$ cat src/rtl/match_capture_timer.sv
module match_capture_timer #(
  parameter int CNT_W   = 32,
  parameter int N_MATCH = 4,
  parameter int N_CAP   = 4
) (
  input  logic               clk,
  input  logic               rst_n,
  input  logic               wr,
  input  logic [4:0]         addr,
  input  logic [31:0]        wdata,
  output logic [31:0]        rdata,
  input  logic [N_CAP-1:0]   cap_in,
  output logic [N_MATCH-1:0] match_out,
  output logic               irq
);
  localparam int SEL_W = (N_CAP > 1) ? $clog2(N_CAP) : 1;

  logic               run_q, hold_q, cmode_q;
  logic [1:0]         cedge_q;
  logic [SEL_W-1:0]   csel_q;
  logic [CNT_W-1:0]   tc_q, pr_q, pc_q;
  logic [3*N_MATCH-1:0] mact_q;
  logic [3*N_CAP-1:0]   ccfg_q;
  logic [2*N_MATCH-1:0] mext_q;
  logic [N_MATCH-1:0] mout_q, mflag_q;
  logic [N_CAP-1:0]   cflag_q;
  logic [CNT_W-1:0]   mr_q [N_MATCH];
  logic [CNT_W-1:0]   cr_q [N_CAP];
  logic [N_CAP-1:0]   s1_q, s2_q, s3_q;

  logic w_ctrl, w_flag, w_cnt, w_pr, w_mact, w_ccfg, w_ext;
  assign w_ctrl = wr && addr == 5'd0;
  assign w_flag = wr && addr == 5'd1;
  assign w_cnt  = wr && addr == 5'd2;
  assign w_pr   = wr && addr == 5'd3;
  assign w_mact = wr && addr == 5'd5;
  assign w_ccfg = wr && addr == 5'd6;
  assign w_ext  = wr && addr == 5'd7;

  logic [N_CAP-1:0] rise, fall, cap_hit, cap_irq;
  assign rise = s2_q & ~s3_q;
  assign fall = ~s2_q & s3_q;

  logic cnt_edge, step, tick;
  assign cnt_edge = (cedge_q[0] & rise[csel_q]) | (cedge_q[1] & fall[csel_q]);
  assign step     = run_q && !hold_q && (cmode_q ? cnt_edge : 1'b1);
  assign tick     = step && (pc_q == pr_q);

  logic [N_MATCH-1:0] eq, mev, mirq_en, mrst_en, mstop_en;
  always_comb begin
    for (int i = 0; i < N_MATCH; i++) begin
      eq[i]       = tc_q == mr_q[i];
      mirq_en[i]  = mact_q[3*i];
      mrst_en[i]  = mact_q[3*i+1];
      mstop_en[i] = mact_q[3*i+2];
    end
    for (int j = 0; j < N_CAP; j++) begin
      cap_hit[j] = (ccfg_q[3*j] & rise[j]) | (ccfg_q[3*j+1] & fall[j]);
      cap_irq[j] = ccfg_q[3*j+2] & cap_hit[j];
    end
  end
  assign mev = {N_MATCH{tick}} & eq;

  logic do_rst, do_stop;
  assign do_rst  = |(mev & mrst_en);
  assign do_stop = |(mev & mstop_en);

  always_ff @(posedge clk or negedge rst_n) begin
    if (!rst_n) begin
      run_q <= 1'b0; hold_q <= 1'b0; cmode_q <= 1'b0;
      cedge_q <= '0; csel_q <= '0;
    end else if (w_ctrl) begin
      run_q   <= wdata[0];
      hold_q  <= wdata[1];
      cmode_q <= wdata[2];
      cedge_q <= wdata[4:3];
      csel_q  <= wdata[5 +: SEL_W];
    end else if (do_stop) begin
      run_q <= 1'b0;
    end
  end

  always_ff @(posedge clk or negedge rst_n) begin
    if (!rst_n)      tc_q <= '0;
    else if (hold_q) tc_q <= '0;
    else if (w_cnt)  tc_q <= wdata[CNT_W-1:0];
    else if (tick) begin
      if (do_rst)       tc_q <= '0;
      else if (!do_stop) tc_q <= tc_q + 1'b1;
    end
  end

  always_ff @(posedge clk or negedge rst_n) begin
    if (!rst_n)      pc_q <= '0;
    else if (hold_q) pc_q <= '0;
    else if (step)   pc_q <= (pc_q == pr_q) ? '0 : pc_q + 1'b1;
  end

  always_ff @(posedge clk or negedge rst_n) begin
    if (!rst_n) begin
      pr_q <= '0; mact_q <= '0; ccfg_q <= '0; mext_q <= '0;
      s1_q <= '0; s2_q <= '0; s3_q <= '0;
    end else begin
      if (w_pr)   pr_q   <= wdata[CNT_W-1:0];
      if (w_mact) mact_q <= wdata[3*N_MATCH-1:0];
      if (w_ccfg) ccfg_q <= wdata[3*N_CAP-1:0];
      if (w_ext)  mext_q <= wdata[8 +: 2*N_MATCH];
      s1_q <= cap_in;
      s2_q <= s1_q;
      s3_q <= s2_q;
    end
  end

  always_ff @(posedge clk or negedge rst_n) begin
    if (!rst_n) begin
      mout_q <= '0;
      for (int i = 0; i < N_MATCH; i++) mr_q[i] <= '0;
    end else begin
      for (int i = 0; i < N_MATCH; i++) begin
        if (wr && addr == 5'(16 + i)) mr_q[i] <= wdata[CNT_W-1:0];
        if (w_ext) mout_q[i] <= wdata[i];
        else if (mev[i]) begin
          case (mext_q[2*i +: 2])
            2'b01:   mout_q[i] <= 1'b0;
            2'b10:   mout_q[i] <= 1'b1;
            2'b11:   mout_q[i] <= ~mout_q[i];
            default: mout_q[i] <= mout_q[i];
          endcase
        end
      end
    end
  end

  always_ff @(posedge clk or negedge rst_n) begin
    if (!rst_n) begin
      for (int j = 0; j < N_CAP; j++) cr_q[j] <= '0;
    end else begin
      for (int j = 0; j < N_CAP; j++)
        if (cap_hit[j]) cr_q[j] <= tc_q;
    end
  end

  always_ff @(posedge clk or negedge rst_n) begin
    if (!rst_n) begin
      mflag_q <= '0;
      cflag_q <= '0;
    end else begin
      mflag_q <= (mflag_q & ~(w_flag ? wdata[N_MATCH-1:0] : '0)) | (mev & mirq_en);
      cflag_q <= (cflag_q & ~(w_flag ? wdata[8 +: N_CAP] : '0)) | cap_irq;
    end
  end

  assign match_out = mout_q;
  assign irq       = |mflag_q || |cflag_q;

  always_comb begin
    rdata = '0;
    case (addr)
      5'd0: rdata = 32'({csel_q, cedge_q, cmode_q, hold_q, run_q});
      5'd1: begin
        rdata[N_MATCH-1:0] = mflag_q;
        rdata[8 +: N_CAP]  = cflag_q;
      end
      5'd2: rdata = 32'(tc_q);
      5'd3: rdata = 32'(pr_q);
      5'd4: rdata = 32'(pc_q);
      5'd5: rdata = 32'(mact_q);
      5'd6: rdata = 32'(ccfg_q);
      5'd7: begin
        rdata[N_MATCH-1:0]     = mout_q;
        rdata[8 +: 2*N_MATCH]  = mext_q;
      end
      default: begin
        for (int i = 0; i < N_MATCH; i++)
          if (addr == 5'(16 + i)) rdata = 32'(mr_q[i]);
        for (int j = 0; j < N_CAP; j++)
          if (addr == 5'(24 + j)) rdata = 32'(cr_q[j]);
      end
    endcase
  end
endmodule

$ cat config.mk
export PLATFORM = sky130hd
export DESIGN_NAME = match_capture_timer
export DESIGN_NICKNAME = d
export VERILOG_FILES = /design/src/rtl/match_capture_timer.sv
export SDC_FILE = /design/constraint.sdc
export NUM_CORES = 1
export LEC_CHECK = 0
export CORE_MARGIN = 5
export CORE_UTILIZATION = 67
export CTS_CLUSTER_DIAMETER = 40
export DETAILED_ROUTE_END_ITERATION = 12
export HOLD_SLACK_MARGIN = 0.03
export MAX_ROUTING_LAYER = met4
export PLACE_DENSITY = 0.86
export SLEW_MARGIN = 10
export SYNTH_ARGS = -nofsm -noshare
export SYNTH_HDL_FRONTEND = slang
export SYNTH_SLANG_ARGS = --single-unit
$ cat constraint.sdc
create_clock -name clk -period 7.5 [get_ports clk]
set_input_delay 1.5 -clock clk [delete_from_list [all_inputs] [get_ports clk]]
set_output_delay 1.5 -clock clk [all_outputs]
set_load 0.01 [all_outputs]
# After elaboration in Yosys (flattened, before gate mapping)
# Cells that the tools add are included.
# word_totals
register_bits	415
inputBits	44
out_inout_bits	37
wordCells	183
# op_classes
addsub	2
n_lt_le_gt_ge	1
n_eq_ne	33
n_mux	42
n_bitwise	37
reduce_logical	40
# op_table
cell	n
2-to-1 mux 32 bit	16
== test 32 bit	5
adder 32 x 1 -> 32 bit (second input constant)	2
one-hot mux 16 bit (4 select lines)	1
one-hot mux 4 bit (8 select lines)	2
== test 5 bit (second input constant)	8
bitwise AND 4 bit	8
one-hot mux 4 bit (7 select lines)	1
== test 5 x 3 -> 1 bit (second input constant)	4
one-hot mux 4 bit (5 select lines)	1
OR reduction 4 bit	5
== test 2 bit (second input constant)	8
inverter 4 bit	4
nonzero test 4 bit	4
bitwise AND 1 bit	14
logical AND 1 bit	14
2-to-1 mux 1 bit	13
one-hot mux 1 bit (3 select lines)	4
nonzero test 2 bit	6
== test 5 x 2 -> 1 bit (second input constant)	2
AND reduction 2 bit	5
== test 2 x 1 -> 1 bit (second input constant)	4
2-to-1 mux 4 bit	2
bitwise OR 4 bit	2
other kinds (12)	20

# Depth between registers and ports, before layout
# logic_depth
ltp_word	17
ltp_mapped	11
depth_no_buf	9

# Worst setup path before layout
# OpenSTA, ideal clock, no wires.
# synth_path
kind	input to output
start	input addr[0]
end	output rdata[17]
t_arrival_ns	3.240
required_time_ns	6.000
path_slack_ns	2.760
path_stages	7
path_buffers	3
cell_sequence	clkbuf_1 buf_1 clkbuf_1 mux2i_1 o21ai_0 a221oi_1 nand4_1
# synth_between
elab_chain_len	10
word_cells_on_any_way	26
classes_between	eq/ne: 15; mux: 9; reduce/logical: 2
# synth_lines
item	line_no	source
start: declaration	9	input logic [4:0] addr,
== test 5 bit	175	if (addr == 5'(16 + i)) rdata = 32'(mr_q[i]);
2-to-1 mux 32 bit (4 in series)	175	
2-to-1 mux 32 bit (4 in series)	177	if (addr == 5'(24 + j)) rdata = 32'(cr_q[j]);
one-hot mux 16 bit (4 select lines) *	158	case (addr)
end: declaration	11	output logic [31:0] rdata,
# Mark *: on every way between the ends. The rest lies on a longest branch, timed or not.

# Worst setup path after layout
# layout_path
start	input addr[4]
end	output rdata[0]
# layout_between
elab_chain_len	10
word_cells_on_any_way	25
classes_between	eq/ne: 15; mux: 9; reduce/logical: 1
# layout_lines
item	line_no
== test 5 bit	175
2-to-1 mux 32 bit (4 in series)	175
2-to-1 mux 32 bit (4 in series)	177
one-hot mux 4 bit (8 select lines) *	158
# Marks and branches as above.

==> metrics.cfg <==
[run_status]
status=finished, final reports clean

[grt]
antenna_found_initial=0
grt.overflow.total=0
grt_max_degree=158
met2_usage=0.6271
grt_pass1_vias=18016
grtUsageTotal=0.4569
met1_usage=0.6178
grt_first_pass_wirelength_mm=119.4
met3_usage=0.1333
busiest_layer=met2

[timing]
setup_tns_ns=0
fmax_mhz=158.6
rsz0062_at_grt=no
post-route-period-util=0.8405
drv_slew=0
finClkSkew_ns=0.02459
relSlewSlack=0.1062
tightest_slew_ns=1.341
finalHoldViolCount=0
final.min_clock_period_ns=6.304
finalSetupViolations=0
worst_slack_ns=1.196

[detailed_routing]
vias=18311
vias_per_cell=7.582
avgRoutedWirePerCell_um=33.40
antenna_left=0
routed_wl_mm=80.66
drtIter0Drc=3244
drc=0
drt-pass1-iter-count=10

[cells_and_area]
layout-drive-gt1-share=0.2565
diodes=0
nNetsFinal=1983
syn2layout_area_growth_pct=13.71

[logic_synthesis]
syn_nets=1976
synth.cell_area_um2=21790
synth.avg_cell_area_um2=11.34
yosysUniqueCellTypes=70
synth-seq-cells=415
yosysTopAreaCell=dfrtp_1
syn_inst=1922
synthTopCellsByCount=415 x dfrtp_1, 320 x mux2_2, 134 x nand2_1
ys_top_cells_by_area=dfrtp_1 48%, mux2_2 17%, xnor2_1 5.3%, a22o_1 2.8%, nand2_1 2.3%
synthArstFlopShare=1.000
synth.yosys.warnings=0
synth_most_common_cell=dfrtp_1
synth-seq-area-share=0.4767
synth_largest_type_area_fraction=0.4767
synth_edf_count=0
dominantRegCellSynth=dfrtp_1

[clocking]
cts_sinks=415
clock_latency_ns=0.62
cts_tree=done
clkTransAtPathRegs_ns=0.06
cts_inserted_buffers=56
post-cts-setup-buffer-count=0
holdBufCountCts=0
cts_max_level=2
cts-root-buf=clkbuf_16
cts_resized=0
clk_path_buf_depth=3

[pwr]
p_sw_frac=0.3012
max-vdd-ir-drop_mv=0.2163
clkPwrFrac=0.416
p_int_mw=4.806
power_frac_comb=0.167
switchingPower_mw=2.072
power_density_nw_per_um2=277.6
power_frac_seq=0.416
p_leak_nw=10.73

[critical_path]
startpoint_type=input pin
crit_chain=clkdlybuf4s50_1 > or3b_2 > nor2_2 > buf_4 > a22o_1 > a221oi_1 > and3_1 > nand3_1 > clkdlybuf4s50_1
crit_fanout=12
crit_arrival_ns=4.80
path_common_cell=clkdlybuf4s50_1
endpoint=rdata[0]
endpoint_kind=primary output
timing.rr.start=tc_q[11]
rrSetupSlack_ns=3.06
path_class=input pin to primary output
cp-startpoint=addr[4]
slowest_delay_ns=0.62
rr_worst_depth=9
slowest_stage=nor2_2
r2r-end=tc_q[10]
crit_required_ns=6.00

[floorplan]
die_h_um=190.3
coreArea_um2=32290
dieArea_um2=36220
fp.dieW_um=190.3
rows=66
initial_core_util=0.6748
io-pin-count=81

[place]
dp_hpwl_mm=53.91
place.port_buffers=80
dp_slack_ns=1.345
place.gp.congestion=1.073

[worst_hold_path]
hold_path_class=register to register

[flow_run]
drv_cap=0

==> registers in the layout (all words and copies together) (netlist names), 8 cells and up <==
register	flops
ccfg_q	12
cr_q	128
mact_q	12
mext_q	8
mr_q	128
pc_q	32
pr_q	32
tc_q	32
==> stage by stage <==
stage / cell area (um^2) / power (mW) / hold slack, ns / utilization / instances
after floorplan: 21790 / 3.448 / 0.3312 / - / 1922
after global placement: 22770 / 3.924 / 0.3334 / 0.7053 / 2313
after global routing: 24770 / 7.038 / 0.3633 / 0.7673 / 2415
after CTS: 24770 / 6.812 / 0.3482 / 0.7673 / 2415
final: 24770 / 6.877 / 0.3460 / 0.7673 / 2415
after detailed placement: 22770 / 3.970 / 0.3347 / 0.7053 / 2313
==> power by group through the flow <==
| stage | Combinational, mW | Sequential [mW] | Clock [mW] |
|---|---|---|---|
| after floorplan | 0.704 | 2.74 | 0 |
| after global placement | 1.07 | 2.85 | 0 |
| after detailed placement | 1.10 | 2.87 | 0 |
| after CTS | 1.11 | 2.84 | 2.86 |
| after global routing | 1.19 | 2.88 | 2.97 |
| final | 1.15 | 2.86 | 2.86 |
==> cells by family (layout without fill, tap and decap cells) <==
family,count (synthesis),count (layout),synth area share
AO/OA/AOI/OAI,343,343,0.1225
XOR/XNOR,171,171,0.06874
adder cells (fa/ha/maj),10,10,0.005743
buffers and inverters,183,234,0.03664
flip-flops,415,415,0.4767
multiplexers,349,349,0.1799
AND/OR/NAND/NOR,451,451,0.1099
==> worst max-delay path: cells and delay by family <==
kind / cells / cell delay [ns]
buffers and inverters: 3 / 1.52
AO/OA/AOI/OAI: 2 / 0.23
AND/OR/NAND/NOR: 4 / 1.51
==> worst min path at each step <==
stage            start      end  slack (ns)  depth (start not counted)
5_1_grt        s1_q[3]  s2_q[3]        0.36                          0
3_3_place_gp   s1_q[2]  s2_q[2]        0.33                          0
6_report       s1_q[3]  s2_q[3]        0.35                          0
3_5_place_dp   s1_q[1]  s2_q[1]        0.33                          0
2_1_floorplan  s1_q[0]  s2_q[0]        0.33                          0
4_1_cts        s1_q[3]  s2_q[3]        0.35                          0
==> layout make-up <==
class	instances	area, um^2
Timing Repair Buffer	122	1154
Clock buffer	69	1551
Fill cell	2036	7515
Inverter	10	37.54
Multi-Input combinational cell	1324	10640
Clock inverter	33	449.2
Sequential cell	415	10390
Tap cell	442	553.0
==> per-layer routing <==
| layer | up-vias | part of all wire |
|---|---|---|
| li1 | 7157 | - |
| met1 | 9073 | 0.37 |
| met2 | 1681 | 0.42 |
| met3 | 400 | 0.14 |
| met4 | 0 | 0.070 |
| met5 | - | 0 |
==> placed cells by master (no fill, tap or decap), types with 9 or more instances in the layout <==
cell type	count
buf_4	39
a22oi_1	33
o21ai_0	66
a22o_1	65
mux2i_1	27
nor3_1	20
a221oi_1	44
inv_1	9
a222oi_1	36
nor2_1	42
and3_1	33
dfrtp_1	415
mux2_2	320
o22ai_1	24
nor4_2	9
and2_1	11
a21oi_1	10
nor4_1	18
xor2_1	40
nand3_1	54
ha_1	10
nand2_1	132
clkdlybuf4s50_1	78
nor2b_1	19
bufinv_16	9
xnor2_1	131
clkbuf_16	57
nand4_1	60
Power figures use the tool's default switching activity.
